## src/rtl/ppu_pkg.sv

```systemverilog
package ppu_pkg;
   typedef enum logic [1:0] {
      PH_IDLE  = 2'd0,
      PH_WAIT  = 2'd1,
      PH_SWEEP = 2'd2
   } phase_t;
endpackage

```

## src/rtl/ppu_addr_track.sv

```systemverilog
module ppu_addr_track #(
   parameter int ADDR_W = 13,
   parameter int COL_W  = 5
) (
   input  logic                    clk,
   input  logic                    rst_n,
   input  logic                    load,
   input  logic [ADDR_W-1:0]       load_addr,
   input  logic                    step,
   output logic [ADDR_W-COL_W-1:0] row,
   output logic [COL_W-1:0]        col
);
   localparam int ROW_W = ADDR_W - COL_W;

   always_ff @(posedge clk or negedge rst_n) begin
      if (!rst_n) begin
         row <= '0;
         col <= '0;
      end else if (load) begin
         row <= load_addr[ADDR_W-1:COL_W];
         col <= load_addr[COL_W-1:0];
      end else if (step) begin
         col <= col + COL_W'(1);
      end
   end


   row_hold_chk: assert property (@(posedge clk) disable iff (!rst_n)
      !load |=> $stable(row));
endmodule

```

## src/rtl/ppu_page_latch.sv

```systemverilog
module ppu_page_latch #(
   parameter int PAGE_BYTES = 32,
   parameter int DATA_W     = 8,
   parameter int COL_W      = 5
) (
   input  logic                  clk,
   input  logic                  rst_n,
   input  logic                  wr_en,
   input  logic [COL_W-1:0]      wr_col,
   input  logic [DATA_W-1:0]     wr_data,
   input  logic                  clr,
   input  logic [COL_W-1:0]      rd_col,
   output logic [DATA_W-1:0]     rd_data,
   output logic [PAGE_BYTES-1:0] mask
);
   logic [DATA_W-1:0] slot_q [PAGE_BYTES];

   for (genvar c = 0; c < PAGE_BYTES; c++) begin : g_slot
      always_ff @(posedge clk or negedge rst_n) begin
         if (!rst_n) begin
            slot_q[c] <= '0;
            mask[c]   <= 1'b0;
         end else if (clr) begin
            mask[c]   <= 1'b0;
         end else if (wr_en && (wr_col == COL_W'(c))) begin
            slot_q[c] <= wr_data;
            mask[c]   <= 1'b1;
         end
      end
   end

   assign rd_data = slot_q[rd_col];


   load_lands_chk: assert property (@(posedge clk) disable iff (!rst_n)
      (wr_en && !clr) |=> mask[$past(wr_col)]);


   clear_empties_chk: assert property (@(posedge clk) disable iff (!rst_n)
      clr |=> (mask == '0));
endmodule

```

## src/rtl/ppu_prog_seq.sv

```systemverilog
module ppu_prog_seq
   import ppu_pkg::*;
#(
   parameter int PAGE_BYTES = 32,
   parameter int TW_CYCLES  = 2000000
) (
   input  logic                          clk,
   input  logic                          rst_n,
   input  logic                          go,
   output logic                          busy,
   output logic                          sweep_act,
   output logic [$clog2(PAGE_BYTES)-1:0] sweep_col,
   output logic                          sweep_done
);
   localparam int COL_W = $clog2(PAGE_BYTES);
   localparam int TW_W  = $clog2(TW_CYCLES + 1);
   localparam logic [TW_W-1:0]  TW_LAST  = TW_W'(TW_CYCLES - 1);
   localparam logic [COL_W-1:0] COL_LAST = COL_W'(PAGE_BYTES - 1);

   phase_t          ph;
   logic [TW_W-1:0] wait_cnt;

   always_ff @(posedge clk or negedge rst_n) begin
      if (!rst_n) begin
         ph        <= PH_IDLE;
         wait_cnt  <= '0;
         sweep_col <= '0;
      end else begin
         case (ph)
            PH_IDLE: if (go) begin
               ph       <= PH_WAIT;
               wait_cnt <= '0;
            end
            PH_WAIT: if (wait_cnt == TW_LAST) begin
               ph        <= PH_SWEEP;
               sweep_col <= '0;
            end else begin
               wait_cnt <= wait_cnt + TW_W'(1);
            end
            PH_SWEEP: if (sweep_col == COL_LAST) begin
               ph <= PH_IDLE;
            end else begin
               sweep_col <= sweep_col + COL_W'(1);
            end
            default: ph <= PH_IDLE;
         endcase
      end
   end

   assign busy       = (ph != PH_IDLE);
   assign sweep_act  = (ph == PH_SWEEP);
   assign sweep_done = sweep_act && (sweep_col == COL_LAST);


   wait_bound_chk: assert property (@(posedge clk) disable iff (!rst_n)
      (ph == PH_WAIT) |-> (wait_cnt < TW_W'(TW_CYCLES)));


   busy_end_chk: assert property (@(posedge clk) disable iff (!rst_n)
      $fell(busy) |-> $past(sweep_done));


   sweep_start_chk: assert property (@(posedge clk) disable iff (!rst_n)
      $rose(sweep_act) |-> (sweep_col == '0));
endmodule

```

## src/rtl/page_prog_unit.sv

```systemverilog
module page_prog_unit #(
   parameter int ADDR_W     = 13,
   parameter int DATA_W     = 8,
   parameter int PAGE_BYTES = 32,
   parameter int TW_CYCLES  = 2000000
) (
   input  logic              clk,
   input  logic              rst_n,
   input  logic              addr_load,
   input  logic [ADDR_W-1:0] addr_in,
   input  logic              byte_vld,
   input  logic [DATA_W-1:0] byte_data,
   input  logic              wr_ctl,
   input  logic              stop_evt,
   input  logic              stop_after_ack,
   output logic              busy,
   output logic              arr_we,
   output logic [ADDR_W-1:0] arr_addr,
   output logic [DATA_W-1:0] arr_wdata
);
   localparam int COL_W = $clog2(PAGE_BYTES);
   localparam int ROW_W = ADDR_W - COL_W;

   if ((1 << COL_W) != PAGE_BYTES || PAGE_BYTES < 2) begin : g_bad_page
      $error("PAGE_BYTES must be a power of two of at least 2");
   end
   if (ROW_W < 1) begin : g_bad_addr
      $error("ADDR_W must exceed the column width");
   end
   if (TW_CYCLES < 1) begin : g_bad_tw
      $error("TW_CYCLES must be at least 1");
   end

   logic                  idle, stop_take, go, clr, ld, step, wr_en;
   logic [ROW_W-1:0]      row;
   logic [COL_W-1:0]      col, sweep_col;
   logic                  sweep_act, sweep_done;
   logic [PAGE_BYTES-1:0] mask;
   logic [DATA_W-1:0]     rd_data;

   assign idle      = !busy;
   assign stop_take = idle && stop_evt;
   assign go        = stop_take && stop_after_ack && (|mask);
   assign ld        = idle && !stop_evt && addr_load;
   assign step      = idle && !stop_evt && !addr_load && byte_vld;
   assign wr_en     = step && !wr_ctl;
   assign clr       = (stop_take && !go) || ld || sweep_done;

   ppu_addr_track #(.ADDR_W(ADDR_W), .COL_W(COL_W)) u_addr (
      .clk(clk), .rst_n(rst_n), .load(ld), .load_addr(addr_in),
      .step(step), .row(row), .col(col));

   ppu_page_latch #(.PAGE_BYTES(PAGE_BYTES), .DATA_W(DATA_W), .COL_W(COL_W)) u_latch (
      .clk(clk), .rst_n(rst_n), .wr_en(wr_en), .wr_col(col), .wr_data(byte_data),
      .clr(clr), .rd_col(sweep_col), .rd_data(rd_data), .mask(mask));

   ppu_prog_seq #(.PAGE_BYTES(PAGE_BYTES), .TW_CYCLES(TW_CYCLES)) u_seq (
      .clk(clk), .rst_n(rst_n), .go(go), .busy(busy), .sweep_act(sweep_act),
      .sweep_col(sweep_col), .sweep_done(sweep_done));

   assign arr_we    = sweep_act && mask[sweep_col];
   assign arr_addr  = {row, sweep_col};
   assign arr_wdata = rd_data;


   write_in_busy_chk: assert property (@(posedge clk) disable iff (!rst_n)
      arr_we |-> busy);


   start_cause_chk: assert property (@(posedge clk) disable iff (!rst_n)
      $rose(busy) |-> $past(stop_evt && stop_after_ack));


   wc_block_chk: assert property (@(posedge clk) disable iff (!rst_n)
      (idle && byte_vld && wr_ctl && !addr_load && !stop_evt) |=> $stable(mask));


   bad_stop_chk: assert property (@(posedge clk) disable iff (!rst_n)
      (idle && stop_evt && !stop_after_ack) |=> (!busy && mask == '0));


   empty_stop_chk: assert property (@(posedge clk) disable iff (!rst_n)
      (idle && stop_evt && mask == '0) |=> !busy);


   no_early_end_chk: assert property (@(posedge clk) disable iff (!rst_n)
      (busy && !sweep_done) |=> busy);
endmodule

```

## config.mk

```make
export PLATFORM = sky130hd
export DESIGN_NAME = page_prog_unit
export DESIGN_NICKNAME = d
export VERILOG_FILES = /design/src/rtl/ppu_pkg.sv /design/src/rtl/ppu_addr_track.sv /design/src/rtl/ppu_page_latch.sv /design/src/rtl/ppu_prog_seq.sv /design/src/rtl/page_prog_unit.sv
export SDC_FILE = /design/constraint.sdc
export NUM_CORES = 1
export LEC_CHECK = 0
export BUFFER_PORTS_ARGS = -buffer_cell sky130_fd_sc_hd__buf_4
export CAP_MARGIN = 15
export CORE_UTILIZATION = 62
export DETAILED_ROUTE_END_ITERATION = 8
export GPL_TIMING_DRIVEN = 0
export PLACE_DENSITY_LB_ADDON = 0.3
export SLEW_MARGIN = 25
export SYNTH_ARGS = -nofsm -noshare
export SYNTH_HDL_FRONTEND = slang
export SYNTH_SLANG_ARGS = --single-unit
```

## constraint.sdc

```tcl
create_clock -name clk -period 2.7 [get_ports clk]
set_input_delay 0.135 -clock clk [delete_from_list [all_inputs] [get_ports clk]]
set_output_delay 0.135 -clock clk [all_outputs]
set_load 0.01 [all_outputs]
```

==> flow_summary.json <==
{
  "pre_cts_slack_ns": -0.981,
  "violations": "setup timing",
  "synthFlopType": "dfrtp_1",
  "grt_setup_unrepaired": "yes",
  "maxSlewHeadroom": 0.418,
  "finalWirelength_mm": 42.3,
  "finalHoldViolations": 0,
  "final_number_of_setup_violating_endpoints": 7,
  "post_synth_instance_area_um2": 15700,
  "final_core_util": 0.766,
  "synth-async-reset-ratio": 1.00,
  "first_global_vias": 10700,
  "die_h_um": 161,
  "synth-seq-cells": 329,
  "dr_total_vias": 10300,
  "worst-slew-pin-transition_ns": 0.871,
  "final_cell_count_no_fill": 1548,
  "numPlacedInstances": 1430,
  "clock_latency_on_the_worst_skew_pair_ns": 0.52,
  "syn-num-nets": 1089,
  "dieWidth_um": 161,
  "cp-end-kind": "output pin",
  "highest_count_cells_in_the_layout_ignoring_fill_and_taps": "dfrtp_1 (327), mux2_2 (233), mux4_2 (72), buf_4 (67), clkbuf_1 (39)",
  "number_of_warnings_issued_by_yosys": 0,
  "cap_viol_max_count": 0,
  "part_of_the_yosys_area_used_for_sequential_elements": 0.526,
  "drt-wirelength-per-cell_um": 27.3,
  "cts_max_path_buffers": 3,
  "detail_route.drc_violations": 0,
  "ant_nets": 0,
  "finalMaxSlewViolations": 0,
  "setup_slack_ns": -0.0302,
  "post_drt_via_cell_ratio": 6.65,
  "numPortBuffers": 50,
  "effective_utilization_at_floorplan": 0.638,
  "power_per_cell_area_nw_per_um2": 545,
  "grt_start_max_net_pins": 94,
  "final.setup.tns_ns": -0.0962,
  "track_usage": 0.329,
  "die-area_um2": 25900,
  "clock.fmax_mhz": 366,
  "detailedPlacementHpwl_mm": 25.4,
  "worst_clock_skew_ns": 0.0135,
  "clock_sinks": 329,
  "final_nets": 1235,
  "outcome": "complete, but fails checks",
  "cts_tree": "yes",
  "gr-total-overflow": 0,
  "criticalPathCategory": "flop to output pin",
  "clk_root_buffer_cell": "clkbuf_16",
  "io-pin-count": 51,
  "vdd_drop_max_uv": 563,
  "cellLeakagePower_nw": 9.10,
  "antenna_found_initial": 0,
  "place_congestion": 0.901,
  "period_share": 1.01,
  "final_period_minus_worst_setup_slack_ns": 2.73,
  "synth_edf_count": 0,
  "post_synth_top_area_cell": "dfrtp_1",
  "htreeDepth": 2,
  "cts_inserted_buffers": 35,
  "worst-endpoint-required_ns": 2.57,
  "number_of_distinct_library_cell_variants_in_the_gate_level_netlist_after_synthesis": 57,
  "n_antenna_cell": 0,
  "cell_row_count": 57,
  "syn_avg_cell_area_um2": 14.9,
  "drt-pass1-iter-count": 5,
  "area_share_of_the_leading_cell_type_in_the_synthesized_netlist": 0.526,
  "holdWs_ns": 0.108,
  "clkSlewWorstSetupHoldPaths_ns": 0.07,
  "nFillCells": 1347,
  "timing.critical_path.from_type": "flop",
  "grt_pass1_wl_mm": 63.8,
  "final_layout_size_suffix_gt1_frac": 0.468,
  "leading_cell_type_in_the_layout_fill_and_taps_excluded": "dfrtp_1",
  "fp.coreArea_um2": 24500,
  "synthTopCellsByArea": "dfrtp_1 (53%), mux2_2 (17%), mux4_2 (10%)",
  "syn-instance-count": 1052,
  "area_delta_synth_final_pct": 20.1,
  "crit_path_max_fanout": 10,
  "detailedRoute.firstIterationViolations": 1091,
  "min_path_type": "primary input to flop",
  "worst-endpoint-arrival_ns": 2.60
}
synthesized netlist by cell type, types with 7 or more instances:
library cell,count
a22o_1,10
mux2_2,233
mux2i_1,39
nor2_2,12
a21oi_1,9
nor2b_1,7
mux4_2,72
clkbuf_1,44
and3_1,7
nand2_1,25
nor2_1,20
mux2_1,9
nor2_8,12
mux2_4,24
a21o_1,26
nand3_1,7
ha_1,9
buf_1,14
nor4_1,12
nand4_1,8
a221oi_1,8
buf_2,10
dfrtp_1,329
xor2_1,12
nor3_1,7
o21ai_0,12
power breakdown:
part | switching, W | internal [W]
Combinational | 0.000243 | 0.0000917
Clock | 0.00199 | 0.00296
Sequential | 0.0000163 | 0.00494
stage by stage:
stage / instance area, µm² / power (W)
after floorplan: 15700 / 0.00512
after global placement: 16400 / 0.00531
after detailed placement: 16500 / 0.00533
after CTS: 18600 / 0.0103
after global routing: 18800 / 0.0105
final: 18800 / 0.0102
area by class of cell:
class                      instances  area (µm²)  area share
sequential                       329        8240       0.438
timing repair buffer             110        1190      0.0634
buffer                            69         464      0.0247
tap                              324         405      0.0216
clock buffer                      52        1040      0.0553
clock inverter                    11         144     0.00765
multi-input combinational        647        7300       0.388
inverter                           6        22.5     0.00120
path summary, 6_finish.rpt:
check / from / to / slack [ns] / cells after the start
worst min register to register: u_latch.slot_q[164] / u_latch.slot_q[164] / 0.50 / 1
worst max register to register: u_seq.ph[0] / u_latch.slot_q[157] / -0.01 / 9
max in group asynchronous: rst_n / u_latch.slot_q[120] / 1.59 / 3
worst min-delay path: byte_vld / u_addr.col[0] / 0.11 / 3
worst max-delay path: u_seq.sweep_col[2] / arr_wdata[2] / -0.03 / 5
min in group asynchronous: rst_n / u_seq.wait_cnt[20] / 0.20 / 2
layer usage:
metal,track usage,up-vias,share of wire
met5,0,-,0
met4,0.134,0,0.044
met3,0.0602,128,0.071
met2,0.521,526,0.49
met1,0.454,5399,0.40
li1,-,4240,-
worst max-delay path, stage by stage, from the launching register on:
cell and delay, ns:
dfrtp_1 0.56, clkbuf_2 0.39, and2_1 0.19, buf_1 0.50
a221oi_1 0.24, buf_4 0.20
repair_timing:
action                                 4_1_cts  5_1_grt
gates cloned                                 0        2
pin swaps                                   10        1
resized for setup                           92       28
hold buffers                                22        0
endpoints found under the hold margin      101        0
setup endpoints to repair                  270       68
setup buffers                               26        7
state kept, by name, summed over array words and instances, names as in the netlist:
| register | cells |
|---|---|
| u_addr.col | 5 |
| u_seq.sweep_col | 5 |
| u_seq.wait_cnt | 21 |
| u_latch.mask | 32 |
| u_seq.ph | 2 |
| u_latch.slot_q | 256 |
| u_addr.row | 8 |
cell families after synthesis:
group / Yosys count / share of synthesized area
buf+inv: 77 / 0.0207
xor+xnor: 16 / 0.00895
fa+ha+maj: 9 / 0.00719
simple gates: 152 / 0.0688
flops: 329 / 0.526
compound gates: 92 / 0.0427
mux: 377 / 0.326
Power figures use the tool's default switching activity.
